`src/rtl/rxstat_pkg.sv`:
```
package rxstat_pkg;

   localparam int DATA_W    = 32;
   localparam int ADDR_W    = 6;
   localparam int LANES     = DATA_W / 8;
   localparam int OCT_BASE  = 16;
   localparam int STAT_ADDR = 31;

   // Traffic class index, shared by both counter groups.
   typedef enum int {
      CLS_V4_OK      = 0,
      CLS_V4_HDR_ERR = 1,
      CLS_V4_NO_PAY  = 2,
      CLS_V4_FRAG    = 3,
      CLS_V4_NO_CSUM = 4,
      CLS_V6_OK      = 5,
      CLS_V6_HDR_ERR = 6,
      CLS_V6_NO_PAY  = 7,
      CLS_UDP_OK     = 8,
      CLS_UDP_ERR    = 9,
      CLS_TCP_OK     = 10,
      CLS_TCP_ERR    = 11,
      CLS_ICMP_OK    = 12,
      CLS_ICMP_ERR   = 13
   } cls_e;

   // Status bits that are backed by a counter for a bank of n classes.
   function automatic logic [DATA_W-1:0] live_mask(input int n);
      logic [DATA_W-1:0] m;
      m = '0;
      for (int k = 0; k < n; k++) begin
         m[k]            = 1'b1;
         m[OCT_BASE + k] = 1'b1;
      end
      return m;
   endfunction

endpackage

```
`src/rtl/rxstat_ctr.sv`:
```
module rxstat_ctr #(
   parameter int W     = 32,
   parameter int INC_W = 1
) (
   input  logic             clk,
   input  logic             rst_n,
   input  logic             stop_roll,
   input  logic [INC_W-1:0] inc,
   output logic [W-1:0]     cnt_q,
   output logic             hit_o
);

   localparam logic [W-1:0] MAX_V  = {W{1'b1}};
   localparam logic [W-1:0] HALF_V = {1'b1, {(W-1){1'b0}}};

   if (W < 2 || W > 32) begin : g_bad_w
      $error("rxstat_ctr: W must lie in 2..32");
   end
   if (INC_W < 1 || INC_W >= W) begin : g_bad_inc
      $error("rxstat_ctr: INC_W must lie in 1..W-1");
   end

   logic [W-1:0] cnt_d;
   logic         half_hit;
   logic         max_hit;

   if (INC_W == 1) begin : g_unit
      // Unit step: thresholds are hit only from the value just below.
      always_comb begin
         half_hit = inc[0] && (cnt_q == HALF_V - 1'b1);
         max_hit  = inc[0] && (cnt_q == MAX_V - 1'b1);
         if (!inc[0]) begin
            cnt_d = cnt_q;
         end else if (stop_roll && (cnt_q == MAX_V)) begin
            cnt_d = cnt_q;
         end else begin
            cnt_d = cnt_q + 1'b1;
         end
      end
   end else begin : g_wide
      // Multi-unit step: the update may jump over a threshold.
      logic [W:0] sum;
      always_comb begin
         sum      = {1'b0, cnt_q} + (W+1)'(inc);
         half_hit = !cnt_q[W-1] && sum[W-1];
         max_hit  = (cnt_q != MAX_V) && (sum >= {1'b0, MAX_V});
         if (stop_roll && (sum >= {1'b0, MAX_V})) begin
            cnt_d = MAX_V;
         end else begin
            cnt_d = sum[W-1:0];
         end
      end
   end

   always_ff @(posedge clk or negedge rst_n) begin
      if (!rst_n) begin
         cnt_q <= '0;
      end else begin
         cnt_q <= cnt_d;
      end
   end

   assign hit_o = half_hit | max_hit;

   AST_IDLE_HOLD: assert property (@(posedge clk) disable iff (!rst_n)
      (inc == '0) |=> $stable(cnt_q));

   AST_SAT_PIN: assert property (@(posedge clk) disable iff (!rst_n)
      (stop_roll && (cnt_q == MAX_V)) |=> (cnt_q == MAX_V));

endmodule

```
`src/rtl/rxstat_flags.sv`:
```
module rxstat_flags
   import rxstat_pkg::*;
#(
   parameter int NUM_CNT = 14
) (
   input  logic              clk,
   input  logic              rst_n,
   input  logic [DATA_W-1:0] hit,
   input  logic [DATA_W-1:0] clr,
   output logic [DATA_W-1:0] st_q
);

   localparam logic [DATA_W-1:0] LIVE = live_mask(NUM_CNT);

   // An event in the same cycle as a clear leaves the flag set.
   always_ff @(posedge clk or negedge rst_n) begin
      if (!rst_n) begin
         st_q <= '0;
      end else begin
         st_q <= (hit | (st_q & ~clr)) & LIVE;
      end
   end

   AST_HIT_WINS: assert property (@(posedge clk) disable iff (!rst_n)
      ((hit & LIVE) != '0) |=> ((st_q & $past(hit & LIVE)) == $past(hit & LIVE)));

   AST_CLR_DROPS: assert property (@(posedge clk) disable iff (!rst_n)
      ((clr & ~hit) != '0) |=> ((st_q & $past(clr & ~hit)) == '0));

endmodule

```
`src/rtl/rxstat_rdport.sv`:
```
module rxstat_rdport
   import rxstat_pkg::*;
#(
   parameter int NUM_CNT = 14
) (
   input  logic              clk,
   input  logic              rst_n,
   input  logic              rd_en,
   input  logic [ADDR_W-1:0] rd_addr,
   input  logic [LANES-1:0]  rd_be,
   input  logic [DATA_W-1:0] frm_words [NUM_CNT],
   input  logic [DATA_W-1:0] oct_words [NUM_CNT],
   input  logic [DATA_W-1:0] status,
   output logic [DATA_W-1:0] clr,
   output logic [DATA_W-1:0] rd_data_q
);

   localparam logic [DATA_W-1:0] LIVE = live_mask(NUM_CNT);

   logic [DATA_W-1:0] word;
   logic [DATA_W-1:0] masked;

   always_comb begin
      word = '0;
      if (rd_addr == ADDR_W'(STAT_ADDR)) begin
         word = status;
      end
      for (int k = 0; k < NUM_CNT; k++) begin
         if (rd_addr == ADDR_W'(k)) begin
            word = frm_words[k];
         end
         if (rd_addr == ADDR_W'(OCT_BASE + k)) begin
            word = oct_words[k];
         end
      end
   end

   for (genvar l = 0; l < LANES; l++) begin : g_lane
      assign masked[8*l +: 8] = word[8*l +: 8] & {8{rd_be[l]}};
   end

   // Status bit j clears on a lane-0 read of word address j.
   always_comb begin
      for (int j = 0; j < DATA_W; j++) begin
         clr[j] = rd_en && rd_be[0] && LIVE[j] && (rd_addr == ADDR_W'(j));
      end
   end

   always_ff @(posedge clk or negedge rst_n) begin
      if (!rst_n) begin
         rd_data_q <= '0;
      end else if (rd_en) begin
         rd_data_q <= masked;
      end else begin
         rd_data_q <= '0;
      end
   end

   AST_IDLE_READ_ZERO: assert property (@(posedge clk) disable iff (!rst_n)
      !rd_en |=> (rd_data_q == '0));

endmodule

```
`src/rtl/rxstat_bank.sv`:
```
module rxstat_bank
   import rxstat_pkg::*;
#(
   parameter int NUM_CNT = 14,
   parameter int FRM_W   = 32,
   parameter int OCT_W   = 32,
   parameter int LEN_W   = 16
) (
   input  logic               clk,
   input  logic               rst_n,
   input  logic               stop_roll,
   input  logic [NUM_CNT-1:0] frm_evt,
   input  logic [NUM_CNT-1:0] oct_done,
   input  logic [LEN_W-1:0]   oct_bytes,
   input  logic               rd_en,
   input  logic [5:0]         rd_addr,
   input  logic [3:0]         rd_be,
   output logic [31:0]        rd_data,
   output logic               irq
);

   if (NUM_CNT < 1 || NUM_CNT > OCT_BASE) begin : g_bad_n
      $error("rxstat_bank: NUM_CNT must lie in 1..16");
   end
   if (FRM_W < 2 || FRM_W > DATA_W || OCT_W < 2 || OCT_W > DATA_W) begin : g_bad_w
      $error("rxstat_bank: counter widths must lie in 2..32");
   end
   if (LEN_W < 1 || LEN_W >= OCT_W) begin : g_bad_len
      $error("rxstat_bank: LEN_W must lie in 1..OCT_W-1");
   end

   logic [DATA_W-1:0]  frm_words [NUM_CNT];
   logic [DATA_W-1:0]  oct_words [NUM_CNT];
   logic [NUM_CNT-1:0] frm_hit;
   logic [NUM_CNT-1:0] oct_hit;
   logic [DATA_W-1:0]  hit_vec;
   logic [DATA_W-1:0]  clr_vec;
   logic [DATA_W-1:0]  status;
   logic               irq_q;

   for (genvar k = 0; k < NUM_CNT; k++) begin : g_cls
      logic [FRM_W-1:0] f_cnt;
      logic [OCT_W-1:0] o_cnt;
      logic [LEN_W-1:0] o_inc;

      assign o_inc = oct_done[k] ? oct_bytes : '0;

      rxstat_ctr #(.W(FRM_W), .INC_W(1)) u_frm (
         .clk       (clk),
         .rst_n     (rst_n),
         .stop_roll (stop_roll),
         .inc       (frm_evt[k]),
         .cnt_q     (f_cnt),
         .hit_o     (frm_hit[k])
      );

      rxstat_ctr #(.W(OCT_W), .INC_W(LEN_W)) u_oct (
         .clk       (clk),
         .rst_n     (rst_n),
         .stop_roll (stop_roll),
         .inc       (o_inc),
         .cnt_q     (o_cnt),
         .hit_o     (oct_hit[k])
      );

      assign frm_words[k] = DATA_W'(f_cnt);
      assign oct_words[k] = DATA_W'(o_cnt);
   end

   always_comb begin
      hit_vec = '0;
      for (int k = 0; k < NUM_CNT; k++) begin
         hit_vec[k]            = frm_hit[k];
         hit_vec[OCT_BASE + k] = oct_hit[k];
      end
   end

   rxstat_flags #(.NUM_CNT(NUM_CNT)) u_flags (
      .clk   (clk),
      .rst_n (rst_n),
      .hit   (hit_vec),
      .clr   (clr_vec),
      .st_q  (status)
   );

   rxstat_rdport #(.NUM_CNT(NUM_CNT)) u_rd (
      .clk       (clk),
      .rst_n     (rst_n),
      .rd_en     (rd_en),
      .rd_addr   (rd_addr),
      .rd_be     (rd_be),
      .frm_words (frm_words),
      .oct_words (oct_words),
      .status    (status),
      .clr       (clr_vec),
      .rd_data_q (rd_data)
   );

   always_ff @(posedge clk or negedge rst_n) begin
      if (!rst_n) begin
         irq_q <= 1'b0;
      end else begin
         irq_q <= |status;
      end
   end

   assign irq = irq_q;

endmodule

```
`config.mk`:
```
export PLATFORM = sky130hd
export DESIGN_NAME = rxstat_bank
export DESIGN_NICKNAME = d
export VERILOG_FILES = /design/src/rtl/rxstat_pkg.sv /design/src/rtl/rxstat_ctr.sv /design/src/rtl/rxstat_flags.sv /design/src/rtl/rxstat_rdport.sv /design/src/rtl/rxstat_bank.sv
export SDC_FILE = /design/constraint.sdc
export NUM_CORES = 2
export LEC_CHECK = 0
export ABC_AREA = 1
export BUFFER_PORTS_ARGS = -buffer_cell sky130_fd_sc_hd__buf_2
export CORE_MARGIN = 5
export CORE_UTILIZATION = 65
export CTS_CLUSTER_DIAMETER = 120
export CTS_CLUSTER_SIZE = 30
export DETAILED_ROUTE_END_ITERATION = 6
export HOLD_SLACK_MARGIN = 0.03
export PLACE_DENSITY = 0.81
export SYNTH_ARGS = -nofsm -noshare
export SYNTH_HDL_FRONTEND = slang
export SYNTH_SLANG_ARGS = --single-unit
```
`constraint.sdc`:
```
create_clock -name clk -period 4.4 [get_ports clk]
set_input_delay 0.22 -clock clk [delete_from_list [all_inputs] [get_ports clk]]
set_output_delay 0.22 -clock clk [all_outputs]
set_load 0.01 [all_outputs]
```
==> summary.txt <==
Outcome
  • Status: finished, violations left
  • Failing checks: DRC

Worst setup path
  • Critical path class: reg2reg
  • Worst path slowest cell: dfrtp_1
  • Slowest Stage Delay on Critical Path: 530 ps
  • Worst path arrival time: 4870 ps
  • Startpoint Class: flop
  • Cells traversed along the worst timing path: nand3_1 -> nand2_1 -> nor2_1 -> nand4_1 -> nor2_1 -> nand4_1 -> nor2_1 -> nand4_1 -> nor2_1 -> nand4_1 -> nor2_1 -> nand4_1 -> nor2_1 -> nand4_1 -> nand2_1 -> a21oi_1
  • CP endpoint kind: flop
  • Reg2reg setup slack: 90 ps
  • CP max FO: 3
  • CP Data Required Time: 4960 ps

Yosys
  • Cell area after synthesis: 64700 sq um
  • Largest family of logic cells by synthesized area: simple AND/OR/NAND/NOR gates
  • Avg Inst Size Synth: 7.38 sq um
  • Mux share of post-synthesis cell area: 0
  • Post-synth EDFFs: 0
  • Synth area leader: dfrtp_1
  • Mapped Cells: 8759
  • Syn Nets: 9097
  • Synth area leaders: dfrtp_1, nand2_1, xor2_1
  • Adder and majority gate portion of the synthesized area: 0.0558
  • Prevailing post-synth register cell: dfrtp_1
  • Register bit total from synthesis: 957
  • Post-synthesis sequential area ratio: 0.370
  • Synth warn: 0
  • Simple-gate share of the synthesized area: 0.317
  • Ys async rst share: 1.00
  • Count of different cell masters after synthesis: 68
  • XOR/XNOR Fraction of Synth Area: 0.106
  • Yosys top cell area share: 0.370
  • Synth Area in Compound Gates: 0.0623

Timing
  • Clock skew: 27.9 ps
  • Setup TNS: 0 ps
  • Min Tclk post-route: 4310 ps
  • Max-slew headroom: 0.120
  • Final Setup Violations: 0
  • Final Max Tran Viols: 0
  • Final Cycle Share: 0.980
  • Final Hold Fails: 0
  • Hold slack: 58.9 ps
  • F_max: 0.232 GHz
  • Tightest Pin Transition: 1310 ps
  • Unrepaired setup endpoints after global routing: false

Place
  • IO buf count: 90
  • Placed inst area: 67000 sq um
  • GP Congestion: 1.12
  • Detail Placement HPWL: 172 mm

Clock tree
  • Max Root-Sink Buffers: 3
  • Setup Buffers After CTS: 0
  • CTS Root Cell: clkbuf_16
  • Clock sink count: 957
  • Clock latency on the worst-skew pair: 690 ps
  • Clock transition at path regs: 120 ps
  • H-tree depth: 2
  • Total CTS buffers: 38
  • CTS tree: built

Route
  • DRT Pass-1 Iters: 7
  • Routed met1 length: 86.9 mm
  • Vias: 60.8k
  • WL met2: 92.2 mm
  • Drt initial violations: 7486
  • Avg WL per Cell: 21.5 um
  • Via density: 5.98
  • Top routing layer in use: met5
  • Met3 routed WL: 24.3 mm
  • DRT antenna net count: 0
  • Final wirelength: 219 mm
  • # DRC: 1

Floorplanning
  • Total core area: 98600 sq um
  • Die ar.: 106000 sq um
  • Floorplan die height: 325 um
  • Cell Rows: 115
  • Die width: 325 um
  • I/O pin count: 91
  • Initial core utilization: 0.656

Global routing
  • Largest net degree at the start of global routing: 101
  • GRT Resource Usage Total: 0.402
  • First-pass GRT wire length: 333 mm
  • GRT overflow: 0
  • Initial antenna violation count: 10
  • Vias in the first global route: 57.2k

Cells and area
  • Layout cells sized above 1: 0.0728
  • Commonest non-fill, non-tap cell in the layout: nand2_1
  • Fillers: 8525
  • Commonest non-fill, non-tap cells in the layout: nand2_1, inv_1, dfrtp_1
  • NumNets Final: 9198
  • Fin util: 0.693
  • Area grow syn2layout: 5.63%
  • Final Cell Area: 68300 sq um

Flow run
  • Max_cap viols: 0

Power
  • Leak: 35.9 nW
  • Total Power: 31.9 mW
  • VDD IR-drop max: 387 uV
  • Power density over the cells: 467 nW/um^2

Hold path
  • Worst hold path class: in2reg
-- critical path, delay by kind of cell, from the launching register on --
family           cells  cell delay, ps
AND/OR/NAND/NOR     15            3580
flip-flops           1             530
AO/OA/AOI/OAI        1             100
-- final cells by class --
type	count	area [sq um]	area share
sequential	957	23900	0.351
timing repair buffer	251	1940	0.0284
clock inverter	4	33.8	0.000495
antenna	7	17.5	0.000256
multi-input combinational	6368	35000	0.513
clock buffer	44	1050	0.0153
inverter	1244	4670	0.0684
tap	1287	1610	0.0236
-- logic make-up after synthesis --
family | Yosys count
flops | 957
xor+xnor | 783
fa+ha+maj | 280
simple gates | 4618
buf+inv | 1434
compound gates | 687
-- state kept, by name, summed over array words and instances, names as in the netlist --
register	count
g_cls.u_oct.cnt_q	448
g_cls.u_frm.cnt_q	448
u_flags.st_q	28
irq	1
u_rd.rd_data_q	32
-- synthesized netlist by cell type, types with 6 or more instances --
cell type	number
o211ai_1	6
a21o_1	17
nor2_2	62
fa_1	14
nor3_1	193
o21ai_1	21
nor4_1	115
nand3_2	23
o21bai_2	6
nor3_2	31
a31oi_1	13
a21boi_2	6
nand3_1	397
xor2_1	565
inv_1	1216
ha_1	266
buf_1	13
a21oi_1	326
buf_2	15
buf_6	42
o21ai_0	188
o21ai_2	21
nor2_4	13
xnor2_1	218
nand3b_1	18
or2_2	52
o21bai_1	13
nand2_1	2423
inv_2	23
nand4_1	391
nor4_2	8
a21oi_2	25
and3_1	9
dfrtp_1	957
nor2_1	805
nand2_2	60
clkbuf_1	117
-- per-stage QoR --
step	setup WS [ps]	instances
finish	86.0	10200
global placement	-135	10100
floorplan	1040	8759
CTS	279	10200
global route	37.3	10200
detailed placement	-171	10100
-- per-layer routing --
metal	up-vias	GRT usage
met5	-	0
met4	6	0.221
met3	733	0.0832
met2	3406	0.599
met1	28600	0.553
li1	28100	-
-- power breakdown --
group	internal (mW)	switching [mW]
Sequential	10.9	2.74
Clock	1.73	2.96
Combinational	4.85	8.66
-- timing repair --
action,in CTS,in global routing
endpoints found under the hold margin,159,0
hold buffers,19,0
endpoints found under the setup margin,0,30
gates resized for setup,0,1
-- final timing paths --
| check | from | endpoint | depth (start not counted) |
|---|---|---|---|
| min in group asynchronous | rst_n | g_cls[3].u_oct.cnt_q[29] | 2 |
| hold reg to reg | g_cls[7].u_frm.cnt_q[31] | g_cls[7].u_frm.cnt_q[31] | 1 |
| setup reg to reg | u_flags.st_q[29] | u_rd.rd_data_q[29] | 16 |
| hold / removal | rd_be[2] | u_rd.rd_data_q[18] | 7 |
| setup / recovery | u_flags.st_q[29] | u_rd.rd_data_q[29] | 16 |
| max in group asynchronous | rst_n | g_cls[10].u_frm.cnt_q[13] | 3 |
Note: power is estimated with default switching activity, not from simulation.
